--- config.mk ---
export PLATFORM = sky130hd
export DESIGN_NAME = mode_banked_regfile
export DESIGN_NICKNAME = d
export VERILOG_FILES = /design/src/rtl/rbank_pkg.sv /design/src/rtl/rb_mode_decode.sv /design/src/rtl/rb_index_map.sv /design/src/rtl/rb_gpr_store.sv /design/src/rtl/rb_saved_status.sv /design/src/rtl/mode_banked_regfile.sv
export SDC_FILE = /design/constraint.sdc
export NUM_CORES = 2
export LEC_CHECK = 0
export BUFFER_PORTS_ARGS = -buffer_cell sky130_fd_sc_hd__buf_2
export CAP_MARGIN = 10
export CORE_ASPECT_RATIO = 0.5
export CORE_MARGIN = 2
export CORE_UTILIZATION = 45
export DETAILED_ROUTE_END_ITERATION = 12
export PLACE_DENSITY = 0.66
export SLEW_MARGIN = 20
export SYNTH_ARGS = -nofsm -noshare
export SYNTH_HDL_FRONTEND = slang
export SYNTH_SLANG_ARGS = --single-unit
--- constraint.sdc ---
create_clock -name clk -period 5.63 [get_ports clk]
set_clock_uncertainty 0.15 [all_clocks]
set_input_delay 0 -clock clk [delete_from_list [all_inputs] [get_ports clk]]
set_output_delay 0 -clock clk [all_outputs]
set_load 0.01 [all_outputs]
--- src/rtl/rbank_pkg.sv ---
// Package: shared sizes, mode codes and bank numbering for the banked register file.
// Assumes a 5-bit mode code and one bank per exception mode.
package rbank_pkg;
    localparam int DATA_W    = 32;
    localparam int ARCH_REGS = 16;
    localparam int IDX_W     = 4;
    localparam int MODE_W    = 5;
    localparam int SP_IDX    = 13;
    localparam int LR_IDX    = 14;
    localparam int XBANKS    = 5;
    localparam int BANK_W    = 3;

    localparam logic [MODE_W-1:0] M_USR = 5'b10000;
    localparam logic [MODE_W-1:0] M_FIQ = 5'b10001;
    localparam logic [MODE_W-1:0] M_IRQ = 5'b10010;
    localparam logic [MODE_W-1:0] M_SVC = 5'b10011;
    localparam logic [MODE_W-1:0] M_ABT = 5'b10111;
    localparam logic [MODE_W-1:0] M_UND = 5'b11011;
    localparam logic [MODE_W-1:0] M_SYS = 5'b11111;

    typedef enum logic [BANK_W-1:0] {
        BK_USR = 3'd0,
        BK_FIQ = 3'd1,
        BK_IRQ = 3'd2,
        BK_SVC = 3'd3,
        BK_ABT = 3'd4,
        BK_UND = 3'd5
    } bank_e;
endpackage

--- src/rtl/rb_mode_decode.sv ---
// Module: rb_mode_decode
// Maps a mode code to a bank number. Bank 0 is the shared User/System set.
// Banks 1..XBANKS are the exception modes.
// Assumes: unknown codes fall back to bank 0. Purely combinational.
module rb_mode_decode
    import rbank_pkg::*;
#(
    parameter int MW = MODE_W,
    parameter int BW = BANK_W
) (
    input  logic [MW-1:0] mode,
    output logic [BW-1:0] bank,
    output logic          is_exc
);
    bank_e bank_n;

    // Purpose: translate mode code to bank number.
    always_comb begin
        case (mode)
            M_FIQ:   bank_n = BK_FIQ;
            M_IRQ:   bank_n = BK_IRQ;
            M_SVC:   bank_n = BK_SVC;
            M_ABT:   bank_n = BK_ABT;
            M_UND:   bank_n = BK_UND;
            default: bank_n = BK_USR;
        endcase
    end

    assign bank   = BW'(bank_n);
    assign is_exc = (bank_n != BK_USR);
endmodule

--- src/rtl/rb_index_map.sv ---
// Module: rb_index_map
// Turns an architectural index and a bank number into a physical slot.
// Slots 0..NARCH-1 hold the shared set, including User/System SP and LR.
// Exception banks start at NARCH, two slots per bank (SP, then LR).
// Assumes bank is 0..NXB.
module rb_index_map #(
    parameter int IW    = 4,
    parameter int BW    = 3,
    parameter int PW    = 5,
    parameter int NARCH = 16,
    parameter int SPI   = 13,
    parameter int LRI   = 14
) (
    input  logic [IW-1:0] arch_idx,
    input  logic [BW-1:0] bank,
    output logic [PW-1:0] phys_idx
);
    logic banked;

    // Purpose: detect a banked index in an exception bank.
    always_comb begin
        banked = ((int'(arch_idx) == SPI) || (int'(arch_idx) == LRI)) && (bank != '0);
    end

    // Purpose: compute the physical slot.
    always_comb begin
        if (banked)
            phys_idx = PW'(NARCH + 2 * (int'(bank) - 1) + (int'(arch_idx) - SPI));
        else
            phys_idx = PW'(arch_idx);
    end
endmodule

--- src/rtl/rb_gpr_store.sv ---
// Module: rb_gpr_store
// Flop-based storage with one synchronous write port and two combinational read ports.
// Reads return the value before the edge, so a read of a slot being written sees the old value.
// Assumes all indices are below NSLOT.
module rb_gpr_store #(
    parameter int DW    = 32,
    parameter int NSLOT = 26,
    parameter int PW    = 5
) (
    input  logic          clk,
    input  logic          rst_n,
    input  logic          we,
    input  logic [PW-1:0] w_idx,
    input  logic [DW-1:0] w_data,
    input  logic [PW-1:0] ra_idx,
    output logic [DW-1:0] ra_data,
    input  logic [PW-1:0] rb_idx,
    output logic [DW-1:0] rb_data
);
    logic [DW-1:0] slot_q [NSLOT];

    for (genvar g = 0; g < NSLOT; g++) begin : g_slot
        // Purpose: clear or load one storage slot.
        always_ff @(posedge clk) begin
            if (!rst_n)
                slot_q[g] <= '0;
            else if (we && (int'(w_idx) == g))
                slot_q[g] <= w_data;
        end
    end

    // Purpose: read mux for operand bus A.
    always_comb begin
        ra_data = '0;
        for (int i = 0; i < NSLOT; i++)
            if (int'(ra_idx) == i) ra_data = slot_q[i];
    end

    // Purpose: read mux for operand bus B.
    always_comb begin
        rb_data = '0;
        for (int i = 0; i < NSLOT; i++)
            if (int'(rb_idx) == i) rb_data = slot_q[i];
    end
endmodule

--- src/rtl/rb_saved_status.sv ---
// Module: rb_saved_status
// One saved-status word per exception bank.
// Writes and reads are gated by is_exc; without an exception bank the read is 0 and writes drop.
// Assumes bank is 1..NXB whenever is_exc is high.
module rb_saved_status #(
    parameter int DW  = 32,
    parameter int NXB = 5,
    parameter int BW  = 3
) (
    input  logic          clk,
    input  logic          rst_n,
    input  logic [BW-1:0] bank,
    input  logic          is_exc,
    input  logic          we,
    input  logic [DW-1:0] w_data,
    output logic [DW-1:0] r_data
);
    logic [DW-1:0] sps_q [NXB];

    for (genvar g = 0; g < NXB; g++) begin : g_bank
        // Purpose: clear or load the saved-status word of bank g+1.
        always_ff @(posedge clk) begin
            if (!rst_n)
                sps_q[g] <= '0;
            else if (we && is_exc && (int'(bank) == g + 1))
                sps_q[g] <= w_data;
        end
    end

    // Purpose: select the current bank's word, or 0 with no bank.
    always_comb begin
        r_data = '0;
        for (int i = 0; i < NXB; i++)
            if (is_exc && (int'(bank) == i + 1)) r_data = sps_q[i];
    end
endmodule

--- src/rtl/mode_banked_regfile.sv ---
// Module: mode_banked_regfile (top)
// Register file with 16 architectural registers, two read ports and one write port.
// SP, LR and the saved-status word are banked by processor mode.
// Assumes the mode input is stable around the clock edge, like any other write input.
module mode_banked_regfile
    import rbank_pkg::*;
#(
    parameter int DW = DATA_W
) (
    input  logic              clk,
    input  logic              rst_n,
    input  logic [MODE_W-1:0] mode,
    input  logic [IDX_W-1:0]  rd_a_idx,
    output logic [DW-1:0]     rd_a_data,
    input  logic [IDX_W-1:0]  rd_b_idx,
    output logic [DW-1:0]     rd_b_data,
    input  logic              wr_en,
    input  logic [IDX_W-1:0]  wr_idx,
    input  logic [DW-1:0]     wr_data,
    input  logic              sps_wr_en,
    input  logic [DW-1:0]     sps_wr_data,
    output logic [DW-1:0]     sps_rd_data
);
    localparam int NSLOT  = ARCH_REGS + 2 * XBANKS;
    localparam int PW     = $clog2(NSLOT);
    localparam int NPORTS = 3;

    logic [BANK_W-1:0] bank;
    logic              is_exc;
    logic [IDX_W-1:0]  arch_idx [NPORTS];
    logic [PW-1:0]     phys_idx [NPORTS];

    rb_mode_decode #(.MW(MODE_W), .BW(BANK_W)) u_dec (
        .mode   (mode),
        .bank   (bank),
        .is_exc (is_exc)
    );

    assign arch_idx[0] = rd_a_idx;
    assign arch_idx[1] = rd_b_idx;
    assign arch_idx[2] = wr_idx;

    for (genvar p = 0; p < NPORTS; p++) begin : g_map
        rb_index_map #(
            .IW(IDX_W), .BW(BANK_W), .PW(PW),
            .NARCH(ARCH_REGS), .SPI(SP_IDX), .LRI(LR_IDX)
        ) u_map (
            .arch_idx (arch_idx[p]),
            .bank     (bank),
            .phys_idx (phys_idx[p])
        );
    end

    rb_gpr_store #(.DW(DW), .NSLOT(NSLOT), .PW(PW)) u_gpr (
        .clk     (clk),
        .rst_n   (rst_n),
        .we      (wr_en),
        .w_idx   (phys_idx[2]),
        .w_data  (wr_data),
        .ra_idx  (phys_idx[0]),
        .ra_data (rd_a_data),
        .rb_idx  (phys_idx[1]),
        .rb_data (rd_b_data)
    );

    rb_saved_status #(.DW(DW), .NXB(XBANKS), .BW(BANK_W)) u_sps (
        .clk    (clk),
        .rst_n  (rst_n),
        .bank   (bank),
        .is_exc (is_exc),
        .we     (sps_wr_en),
        .w_data (sps_wr_data),
        .r_data (sps_rd_data)
    );
endmodule

After elaboration in Yosys (flattened, before gate mapping)
Memories as Yosys holds them, arrays and structs flattened.
Cells that the tools add are included.
{ "word_totals": {"mem_count": 2, "mem_bits_rw": 992, "ff_bits": 0, "in_bits": 85} }
{ "mem_list": {"columns": ["memory", "words", "word_bits", "rd", "rd_ports_with_merged_regs", "write_ports", "line_no", "rtl"], "rows": [
  ["u_gpr.slot_q", 26, 32, 26, 0, 26, "rb_gpr_store.sv:20", "logic [DW-1:0] slot_q [NSLOT];"],
  ["u_sps.sps_q", 5, 32, 5, 0, 5, "rb_saved_status.sv:18", "logic [DW-1:0] sps_q [NXB];"]
]} }
{ "op_classes": {"n_addsub": 8, "eq_ne": 91, "bitwise": 31, "mux": 186, "n_reduce_logical": 47} }
{ "op_table": {"columns": ["operator", "n"], "rows": [
  ["$mux W32", 88],
  ["$eq A5 B5 Y1 const B", 53],
  ["$mux W1", 94],
  ["$eq A5 B4 Y1 const B", 18],
  ["$logic_and A1 B1 Y1", 40],
  ["$or A1 B1 Y1", 31],
  ["$eq A5 B3 Y1 const B", 6],
  ["$add A5 B5 Y5", 3],
  ["$eq A5 B2 Y1 const B", 3],
  ["$logic_not A5 Y1", 3],
  ["$mux W5", 3],
  ["$pmux W3 S5", 1],
  ["$sub A4 B4 Y5 const B", 3],
  ["$eq A3 B3 Y1 const B", 4],
  ["$eq A4 B2 Y1 const B", 3],
  ["$eq A4 B3 Y1 const B", 3],
  ["$add A5 B5 Y5 const A", 1],
  ["$sub A3 B1 Y4 const B", 1],
  ["$eq A3 B2 Y1 const B", 1],
  ["$logic_or A1 B1 Y1", 3],
  ["$reduce_bool A3 Y1", 1]
]} }

Logic depth before layout (Yosys ltp)
{ "logic_depth": {"word_depth": 33, "ltp_mapped": 21, "ltp_nobuf": 16} }

Hierarchy
From an unflattened synthesis, not the netlist that was laid out.
{ "hier_totals": {"hier_cells": 4983, "hier_area_um2": 54578.6} }
{ "by_module_without_submodules": {"columns": ["module", "area_each_um2", "cells_each", "n_inst"], "rows": [
  ["rb_gpr_store", 46397.0, 4326, 1],
  ["rb_saved_status", 7258.2, 541, 1],
  ["rb_index_map", 284.0, 35, 3],
  ["rb_mode_decode", 71.3, 11, 1]
]} }

Worst setup path after synthesis
Ideal clock, no wire load.
{ "synth_path": {"path_kind": "input to register", "startpoint": "in mode[3]", "endpoint": "mem u_gpr.slot_q[24][0], in the netlist u_gpr.slot_q[1][256], enable pin", "path_buffers": 2, "slack_ns": 0.181, "cell_stages": 16, "t_required_ns": 5.014, "arrival_time_ns": 4.833, "cell_sequence": "nor2b_1 > or3_1 > buf_2 > inv_2 > buf_6 > ha_1 > inv_1 > ha_1 > ha_1 > a21o_1 > a21oi_1 > xnor2_1 > xnor2_1 > and2_1 > nand2_1 > o21ai_0"} }
{ "synth_lines": {"columns": ["item", "line_no", "rtl"], "rows": [
  ["start, declared", "mode_banked_regfile.sv:12", "input logic [MODE_W-1:0] mode,"],
  ["end, declared", "rb_gpr_store.sv:20", null]
]} }

Worst setup path after layout
{ "layout_path": {"startpoint": "in mode[3]", "endpoint": "out rd_b_data[6]"} }
{ "layout_via": {"elab_chain_len": 33} }
{ "layout_lines": {"columns": ["item", "line_no", "rtl"], "rows": [
  ["$eq A5 B5 Y1", "rb_mode_decode.sv:19", "case (mode)"],
  ["$pmux W3 S5 *", "rb_mode_decode.sv:19", null],
  ["$sub A3 B1 Y4", "rb_index_map.sv:28", "phys_idx = PW'(NARCH + 2 * (int'(bank) - 1) + (int'(arch_idx) - SPI));"],
  ["$add A5 B5 Y5 (2 in series)", "rb_index_map.sv:28", null],
  ["$mux W5 *", "rb_index_map.sv:27", "if (banked)"],
  ["$logic_not A5 Y1", "rb_gpr_store.sv:43", "if (int'(rb_idx) == i) rb_data = slot_q[i];"],
  ["$mux W32 (25 in series)", "rb_gpr_store.sv:43", null],
  ["$mux W32 *", "rb_gpr_store.sv:43", null],
  ["end, declared", "mode_banked_regfile.sv:16", "output logic [DW-1:0] rd_b_data,"]
]} }
Mark *: on every way between the ends. The rest lies on a longest branch, timed or not.

==> impl_metrics.ini <==
[status]
status = completed

[sta]
rsz0062_at_grt = true
timing.setup.tns_ns = 0
holdWs_ns = 0.0187
finalHoldViolations = 0
setup_violations = 0
tightest_slew_ns = 1.23
maxSlewViolCount = 0
period_needed_ns = 5.62
slew-limit-headroom = 0.169
setup_ws_ns = 0.0106
fmax_ghz = 0.178
period_share = 0.998

[place]
dp_slack_ns = -0.352
place_congestion = 1.06
place_inst = 6451
dp_hpwl_um = 172000
numPortBuffers = 180

[global_routing]
antenna_found_initial = 13
grt_pass1_vias = 43000
grt_pass1_wl_um = 341000
grt_util_all_layers = 0.404
grt.overflow.total = 0
grt_start_max_net_pins = 67

[die]
die_w_um = 486
io_pins = 181
die_height_um = 245
initial_utilization = 0.454
core_area_mm2 = 0.115
rows = 88
die_area_mm2 = 0.119

[layout]
fill_cells = 9988
mostFrequentLayoutCells = and2_1 (998), edfxtp_1 (992), buf_4 (401), nand2_1 (328), nor2_1 (236)
area_growth_pct = 17.8
nNetsFinal = 5219
layout_commonest_cell = and2_1
layout.cells.non_filler = 6723
drive_above_1_share = 0.175

[yosys]
avgSynthCellArea_um2 = 11.0
ys.flop_type = edfxtp_1
synth-seq-cells = 992
synth_edf_count = 992
syn_inst = 4742
synth.distinct_cells = 91
async_flop_share = 0
syn-num-nets = 4848
ys_seq_area_frac = 0.569
syn-cell-area_mm2 = 0.0523
synth_warnings = 0

[clock_tree]
root_buffer = clkbuf_16
clockBufferDepth = 3
htree_num_levels = 3
cts.sinks = 992
cts_tree = done
cts_buffers = 93
clkSlewWorstSetupHoldPaths_ns = 0.07

[power]
comb_power_share = 0.143
p_seq_frac = 0.486
vdd_drop_max_v = 0.000240
p_int_uw = 13000
power.leakage_uw = 0.0219
total_power_uw = 18200
sw_frac_of_total = 0.285
clkPwrFrac = 0.371
p_sw_uw = 5180
powerDensity_mw_per_mm2 = 295

[worst_setup_path]
path_cells = buf_2 -> nor2b_1 -> or3_1 -> inv_2 -> buf_4 -> nand2b_1 -> nand2_1 -> ha_1 -> or4bb_1 -> a21oi_4 -> buf_4 -> buf_4 -> a221oi_1 -> nor2_1 -> a21oi_1 -> o21ai_1 -> o21ai_1 -> buf_4 -> a21oi_1 -> buf_2
arrival_ns = 5.47
path_common_cell = buf_4
path_max_fanout = 12
cp.required_ns = 5.48
crit_type = in2out
critPathMaxStageDelay_ns = 0.64
startpoint_type = input port
crit_path_end_kind = output pin
crit_path_top_delay_cell = or4bb_1

[detailed_routing]
wl_um = 247000
wl_per_cell_um = 36.7
first_pass_iters = 7
viasPerCell = 6.91
ant_nets = 0
drc = 0
vias = 46500
drt-initial-drc-count = 9252

[min_path]
holdCritPathClass = in2reg
hold_depth = 3
holdCritStartpoint = rst_n
whs_endpoint = u_gpr.slot_q[0][250]$_SDFFCE_PN0P_

[job]
maxCapViolCount = 0
[cells by family after synthesis]
family,Yosys count,synth area share
muxes,22,0.00425
buffers and inverters,432,0.0340
AOI/OAI and AO/OA,1348,0.185
and+or+nand+nor,1916,0.200
DFF,992,0.569
adders and majority gates,21,0.00545
xor gates and xnor gates,11,0.00198
[sequential cells by signal, indices dropped and copies added, names as in the netlist]
name and flops:
u_sps.sps_q 160, u_gpr.slot_q 832
[repair_timing]
action	in CTS	in global routing
resized for setup	13	40
hold buffers	92	0
cloned	0	0
buffers inserted	0	5
endpoints found under the setup margin	11	31
pin swaps	0	5
hold endpoints to repair	1142	0
[how the worst max path moves through the flow]
stage	to	cells after the start	slack (ns)	startpoint
finish	rd_b_data[6]	20	0.01	mode[3]
global route	rd_b_data[21]	25	-0.03	mode[3]
CTS	rd_b_data[2]	19	0.02	mode[3]
detailed placement	rd_b_data[21]	21	-0.35	mode[3]
global placement	rd_b_data[21]	21	-0.25	mode[3]
floorplan	u_gpr.slot_q[1][256]$_SDFFCE_PN0P_	16	0.18	mode[3]
[Yosys cell counts, types with 18 or more instances]
master | count | area, um^2
a22oi_1 | 204 | 1530
a21oi_1 | 205 | 1030
o21ai_0 | 183 | 916
a31oi_1 | 43 | 269
clkbuf_1 | 309 | 1160
a222oi_1 | 39 | 390
ha_1 | 18 | 225
a22o_1 | 44 | 385
and2_1 | 998 | 6240
nand4_1 | 31 | 194
nand3_1 | 89 | 445
edfxtp_1 | 992 | 29800
o2111ai_1 | 18 | 158
mux2i_1 | 20 | 200
nor2_1 | 265 | 995
o22ai_1 | 153 | 957
a211oi_1 | 53 | 398
buf_2 | 79 | 395
nor4_1 | 30 | 188
nor3_1 | 66 | 330
a221o_1 | 20 | 200
a221oi_1 | 136 | 1190
nand2_1 | 331 | 1240
o211ai_1 | 26 | 195
o221ai_1 | 62 | 543
[through the flow]
| step | area (um^2) | util |
|---|---|---|
| global placement | 57400 | 0.498 |
| CTS | 61400 | 0.533 |
| floorplan | 52300 | - |
| global route | 61700 | 0.535 |
| finish | 61700 | 0.535 |
| detailed placement | 57400 | 0.498 |
[cell type report]
| class | instances | area [um^2] | area share |
|---|---|---|---|
| sequential | 992 | 29800 | 0.483 |
| multi-input combinational | 3318 | 21600 | 0.350 |
| timing repair buffer | 694 | 5260 | 0.0852 |
| clock buffer | 117 | 2460 | 0.0399 |
| tap | 1530 | 1910 | 0.0310 |
| clock inverter | 53 | 606 | 0.00982 |
| inverter | 14 | 52.6 | 0.000852 |
| antenna | 5 | 12.5 | 0.000203 |
[worst max-delay path, delay by kind of cell]
family | cells | cell delay, ns
buf+inv | 7 | 1.42
compound gates | 6 | 1.91
fa+ha+maj | 1 | 0.29
simple gates | 6 | 1.84
[per-layer routing]
layer | GRT usage | wire length, um
met1 | 0.571 | 98100
met2 | 0.543 | 97100
met5 | 0.00725 | 392
met4 | 0.104 | 7510
met3 | 0.201 | 43700
[power by group through the flow]
stage	logic (uW)	registers [uW]	clock network, uW
6_report	2600	8830	6750
5_1_grt	2630	8850	7020
4_1_cts	2410	8800	6720
3_5_place_dp	2340	8960	0
3_3_place_gp	2330	8950	0
2_1_floorplan	1040	8860	0
(Power assumes the default switching activity.)
